File: config.mk
export PLATFORM = sky130hd
export DESIGN_NAME = uart_evt_irq
export DESIGN_NICKNAME = d
export VERILOG_FILES = /design/src/rtl/uart_irq_pkg.sv /design/src/rtl/uart_irq_decode.sv /design/src/rtl/uart_irq_mask.sv /design/src/rtl/uart_irq_status.sv /design/src/rtl/uart_irq_readmux.sv /design/src/rtl/uart_evt_irq.sv
export SDC_FILE = /design/constraint.sdc
export NUM_CORES = 1
export LEC_CHECK = 0
export ABC_AREA = 1
export CORE_MARGIN = 10
export CORE_UTILIZATION = 42
export DETAILED_ROUTE_END_ITERATION = 10
export GPL_TIMING_DRIVEN = 1
export PLACE_DENSITY = 0.81
export SKIP_LAST_GASP = 1
export SLEW_MARGIN = 20
export SYNTH_ARGS = -nofsm -noshare
export SYNTH_HDL_FRONTEND = slang
export SYNTH_SLANG_ARGS = --single-unit
File: constraint.sdc
create_clock -name clk -period 2.25 [get_ports clk]
set_clock_uncertainty 0.15 [all_clocks]
set_input_delay 0.45 -clock clk [delete_from_list [all_inputs] [get_ports clk]]
set_output_delay 0.45 -clock clk [all_outputs]
set_load 0.01 [all_outputs]
File: src/rtl/uart_irq_pkg.sv
package uart_irq_pkg;

    localparam int NUM_SRC = 13;
    localparam int OFS_W   = 8;

    // Byte offsets decoded by the register port
    localparam logic [OFS_W-1:0] OFS_EN_SET  = 8'h08;
    localparam logic [OFS_W-1:0] OFS_EN_CLR  = 8'h0C;
    localparam logic [OFS_W-1:0] OFS_MASK_RD = 8'h10;
    localparam logic [OFS_W-1:0] OFS_STAT    = 8'h14;

    typedef logic [NUM_SRC-1:0] src_vec_t;

    // Event source positions in the status and mask vectors
    typedef enum int unsigned {
        SRC_RX_TRIG     = 0,
        SRC_RX_EMPTY    = 1,
        SRC_RX_FULL     = 2,
        SRC_TX_EMPTY    = 3,
        SRC_TX_FULL     = 4,
        SRC_RX_OVF      = 5,
        SRC_FRAME_ERR   = 6,
        SRC_PARITY_ERR  = 7,
        SRC_RX_TIMEOUT  = 8,
        SRC_MODEM_CHG   = 9,
        SRC_TX_TRIG     = 10,
        SRC_TX_NEARFULL = 11,
        SRC_TX_OVF      = 12
    } src_id_e;

    // Decoded write request
    typedef struct packed {
        logic     set_mask;
        logic     clr_mask;
        logic     clr_stat;
        src_vec_t bits;
    } reg_wr_t;

    // Mask update: a bit both set and cleared keeps its value
    function automatic src_vec_t mask_next(input src_vec_t cur,
                                           input src_vec_t set_v,
                                           input src_vec_t clr_v);
        src_vec_t r;
        for (int i = 0; i < NUM_SRC; i++) begin
            if (set_v[i] && !clr_v[i])
                r[i] = 1'b1;
            else if (clr_v[i] && !set_v[i])
                r[i] = 1'b0;
            else
                r[i] = cur[i];
        end
        return r;
    endfunction

    // Status update: an event has priority over a clear
    function automatic logic stat_bit_next(input logic cur,
                                           input logic ev,
                                           input logic clr);
        return ev | (cur & ~clr);
    endfunction

endpackage

File: src/rtl/uart_irq_decode.sv
module uart_irq_decode
    import uart_irq_pkg::*;
#(
    parameter int ADDR_W = 8,
    parameter int DATA_W = 32
) (
    input  logic              wr,
    input  logic [ADDR_W-1:0] addr,
    input  logic [DATA_W-1:0] wdata,
    output reg_wr_t           cmd
);
    localparam logic [ADDR_W-1:0] A_SET = ADDR_W'(OFS_EN_SET);
    localparam logic [ADDR_W-1:0] A_CLR = ADDR_W'(OFS_EN_CLR);
    localparam logic [ADDR_W-1:0] A_ST  = ADDR_W'(OFS_STAT);

    always_comb begin
        cmd          = '0;
        cmd.bits     = wdata[NUM_SRC-1:0];
        cmd.set_mask = wr && (addr == A_SET);
        cmd.clr_mask = wr && (addr == A_CLR);
        cmd.clr_stat = wr && (addr == A_ST);
    end
endmodule

File: src/rtl/uart_irq_mask.sv
module uart_irq_mask
    import uart_irq_pkg::*;
(
    input  logic     clk,
    input  logic     rst,
    input  reg_wr_t  cmd,
    output src_vec_t mask_q
);
    src_vec_t set_v;
    src_vec_t clr_v;

    assign set_v = cmd.set_mask ? cmd.bits : '0;
    assign clr_v = cmd.clr_mask ? cmd.bits : '0;

    always_ff @(posedge clk) begin
        if (rst)
            mask_q <= '0;
        else
            mask_q <= mask_next(mask_q, set_v, clr_v);
    end
endmodule

File: src/rtl/uart_irq_status.sv
module uart_irq_status
    import uart_irq_pkg::*;
(
    input  logic     clk,
    input  logic     rst,
    input  src_vec_t evt,
    input  reg_wr_t  cmd,
    output src_vec_t stat_q
);
    for (genvar g = 0; g < NUM_SRC; g++) begin : g_bit
        logic clr_b;
        assign clr_b = cmd.clr_stat & cmd.bits[g];
        always_ff @(posedge clk) begin
            if (rst)
                stat_q[g] <= 1'b0;
            else
                stat_q[g] <= stat_bit_next(stat_q[g], evt[g], clr_b);
        end
    end
endmodule

File: src/rtl/uart_irq_readmux.sv
module uart_irq_readmux
    import uart_irq_pkg::*;
#(
    parameter int ADDR_W = 8,
    parameter int DATA_W = 32
) (
    input  logic [ADDR_W-1:0] addr,
    input  src_vec_t          mask_q,
    input  src_vec_t          stat_q,
    output logic [DATA_W-1:0] rdata
);
    localparam logic [ADDR_W-1:0] A_MASK = ADDR_W'(OFS_MASK_RD);
    localparam logic [ADDR_W-1:0] A_ST   = ADDR_W'(OFS_STAT);

    always_comb begin
        rdata = '0;
        if (addr == A_MASK)
            rdata = DATA_W'(mask_q);
        else if (addr == A_ST)
            rdata = DATA_W'(stat_q);
    end
endmodule

File: src/rtl/uart_evt_irq.sv
module uart_evt_irq
    import uart_irq_pkg::*;
#(
    parameter int ADDR_W = 8,
    parameter int DATA_W = 32
) (
    input  logic              clk,
    input  logic              rst,
    input  logic [12:0]       evt,
    input  logic              bus_wr,
    input  logic [ADDR_W-1:0] bus_addr,
    input  logic [DATA_W-1:0] bus_wdata,
    output logic [DATA_W-1:0] bus_rdata,
    output logic              irq
);
    reg_wr_t  cmd;
    src_vec_t mask_q;
    src_vec_t stat_q;

    uart_irq_decode #(.ADDR_W(ADDR_W), .DATA_W(DATA_W)) u_dec (
        .wr    (bus_wr),
        .addr  (bus_addr),
        .wdata (bus_wdata),
        .cmd   (cmd)
    );

    uart_irq_mask u_mask (
        .clk    (clk),
        .rst    (rst),
        .cmd    (cmd),
        .mask_q (mask_q)
    );

    uart_irq_status u_stat (
        .clk    (clk),
        .rst    (rst),
        .evt    (evt),
        .cmd    (cmd),
        .stat_q (stat_q)
    );

    uart_irq_readmux #(.ADDR_W(ADDR_W), .DATA_W(DATA_W)) u_rd (
        .addr   (bus_addr),
        .mask_q (mask_q),
        .stat_q (stat_q),
        .rdata  (bus_rdata)
    );

    assign irq = |(stat_q & mask_q);
endmodule

==> metrics.txt <==
Ant. Diodes 0; fin. max-slew vios 0; routability congestion estimate 0.818; maximum vdd drop 0.278 mV; vias in the first global route 2,011; number of input and output port buffers inserted 50; Final setup viols 0; clock buffer count from CTS 3; largest fanout on the critical path 5; Pwr per Cell Area 370 nW/µm²; Arr. time, crit path 1.56 ns; first-pass GRT wire length 8.78 mm; post-synthesis instance area 1940 µm²; First-pass DRT Iterations 4; syn_area_per_cell 7.41 µm²; Core ar. 4410 µm²; Post-Place Worst Slack -0.506 ns; number of antenna violations at the first check in global routing 0; met2 wire len 2.74 mm; synthesized flop and latch total 26; count of cell types in the netlist 26; outcome complete, no violations; largest cells by area after synthesis sky130_fd_sc_hd__dfxtp_1 (27%), sky130_fd_sc_hd__ha_1 (8.4%), sky130_fd_sc_hd__inv_1 (8.3%), sky130_fd_sc_hd__buf_4 (8.1%), sky130_fd_sc_hd__nand2_1 (5.2%); Routed wire per std cell 13.9 µm; clock network latency to the later pin of the worst-skew pair 0.27 ns; number of synthesized flops with an enable pin 0; post-detailed-routing wire length 5.27 mm; number of standard-cell rows in the floorplan 24; CP Launch Type input port; final setup margin 0.0919 ns; layout cell share with drive strength beyond 1 26.5%; register area share after synthesis 26.8%; Cells after Synth 262; sequential standard cell area 520 µm²; chain of cells forming the critical path dlygate4sd2_1 -> inv_2 -> nand2_4 -> nor2_8 -> nand4_4 -> clkbuf_16 -> o21ai_2 -> buf_2; die boundary width 88.0 µm; pin count of the biggest net entering global routing 27; CTS tree built; final total power 974 µW; category of the worst setup path capture point primary output; most frequent cells in the layout sky130_fd_sc_hd__inv_1 (42), sky130_fd_sc_hd__clkdlybuf4s50_1 (28), sky130_fd_sc_hd__nand2_1 (27), sky130_fd_sc_hd__dfxtp_1 (26), sky130_fd_sc_hd__nor2_1 (21); Post-Route M1 WL 2.05 mm; Maximum Capacitance Violations 0; final global-route overflow total 0; CTS Root Buffer Type sky130_fd_sc_hd__clkbuf_8; Lkg Pwr 0.00125 µW; number of buffers on the longest clock path 2; Net count, final 398; DR top layer met4; DRC marker count from the first detailed-route iteration 140; cell type contributing the most total cell area after synthesis sky130_fd_sc_hd__dfxtp_1; starting density of the core 44.0%; clock-pin transition on the worst setup and hold timing paths 0.09 ns; number of vias per cell after detailed routing 4.92; number of warning messages in the yosys log 0; clock sink count 26; largest stage delay on the critical path 0.24 ns; top achievable clock speed 0.463 GHz; cell with the biggest individual delay on the critical path sky130_fd_sc_hd__dlygate4sd2_1; residual antenna-violating net count after detailed routing 0; most frequently used flop master after synthesis sky130_fd_sc_hd__dfxtp_1; y dimension of the die 88.0 µm; type of the worst setup path input port to primary output; unrepaired setup endpoints after global routing no; DIE AREA 7740 µm²; hold-fix buffers at CTS 0; post-route clock period utilization 95.9%; share of Yosys cell area claimed by the top area cell type 26.8%; clock period minus worst slack 2.16 ns; # fillers 430; H-tree depth 1; worst hold path class flop to flop; area taken by multi-input logic gates 1120 µm²; count of buffering cells on the critical path with inverters included 4; DRC viols 0; post-synthesis async set-or-reset flop share 0%; final hold viol count 0; HPWL reported at the end of detailed placement 4.01 mm; area growth from synthesis to layout 35.4%; length of routed met3 wiring 436 µm; dominant delay contributor by cell family on the critical path buffers and inverters; via count of the routed design 1,871; CP required 1.65 ns; I/O pin cnt 89; Total Routing Usage GR 13.7%; most frequent standard cell in the layout excluding fill and tap cells sky130_fd_sc_hd__inv_1; utilization after layout 59.6%
worst reg2reg max path, cell delays in order, from the launching register on:
cell and delay, ns:
sky130_fd_sc_hd__dfxtp_1 0.36, sky130_fd_sc_hd__inv_1 0.07, sky130_fd_sc_hd__a211oi_1 0.21
synthesized netlist by cell type, types with 6 or more instances:
| cell type | instances |
|---|---|
| sky130_fd_sc_hd__inv_1 | 43 |
| sky130_fd_sc_hd__nor2_2 | 6 |
| sky130_fd_sc_hd__nand2_1 | 27 |
| sky130_fd_sc_hd__dfxtp_1 | 26 |
| sky130_fd_sc_hd__ha_1 | 13 |
| sky130_fd_sc_hd__nand2_2 | 13 |
| sky130_fd_sc_hd__nor2_1 | 21 |
| sky130_fd_sc_hd__buf_4 | 21 |
| sky130_fd_sc_hd__a211oi_1 | 13 |
| sky130_fd_sc_hd__a21oi_1 | 14 |
| sky130_fd_sc_hd__nand3_1 | 14 |
| sky130_fd_sc_hd__nand4_1 | 14 |
| sky130_fd_sc_hd__o21ai_2 | 10 |
final cells by class:
class / count / area share (%)
multi-input combinational: 177 / 42.6
timing repair buffer: 74 / 26.3
sequential: 26 / 19.8
inverter: 47 / 6.71
tap: 52 / 2.48
clock buffer: 4 / 2.09
per-layer routing:
metal  vias to the layer above  global-route usage (%)
met2                        66                    26.6
met4                         0                    2.46
met1                       852                    14.2
li1                        947                       -
met3                         6                    3.90
met5                         -                       0
path summary, 6_finish.rpt:
path	from	cells after the start	slack, ns	endpoint
worst max-delay path	bus_addr[7]	8	0.09	bus_rdata[2]
worst min-delay path	u_stat.stat_q[2]$_SDFF_PP0_	2	0.34	u_stat.stat_q[2]$_SDFF_PP0_
worst max register to register	u_mask.mask_q[6]$_SDFFE_PP0P_	2	1.37	u_mask.mask_q[6]$_SDFFE_PP0P_
worst min register to register	u_stat.stat_q[2]$_SDFF_PP0_	2	0.34	u_stat.stat_q[2]$_SDFF_PP0_
registers in the layout, summed over array words and instances, names as in the netlist:
register,flops
u_stat.stat_q,13
u_mask.mask_q,13
cells by family after synthesis:
kind of cell / share of synthesized area, %
fa+ha+maj: 8.38
simple gates: 29.3
buf+inv: 20.6
other cells: 0.193
compound gates: 14.8
flops: 26.8
stage by stage:
step / area [µm²] / setup TNS (ns) / cells / hold WS, ns
2_1_floorplan: 2010 / 0 / 280 / 0.295
3_3_place_gp: 2540 / -8.46 / 370 / 0.315
3_5_place_dp: 2540 / -9.29 / 370 / 0.325
4_1_cts: 2620 / 0 / 380 / 0.339
5_1_grt: 2630 / 0 / 380 / 0.367
6_report: 2630 / 0 / 380 / 0.339
timing repair:
item / 4_1_cts / 5_1_grt
resized for setup: 69 / 6
pin swaps: 7 / 4
cloned: 1 / 0
setup buffers: 5 / 1
endpoints found under the setup margin: 14 / 13
where the power goes:
part | internal, µW | switching, µW | total [µW] | leakage (µW)
clock network | 156 | 147 | 303 | 0.0000288
registers | 477 | 14.5 | 492 | 0.000214
logic | 89.4 | 89.5 | 179 | 0.00101
(Power assumes the default switching activity.)
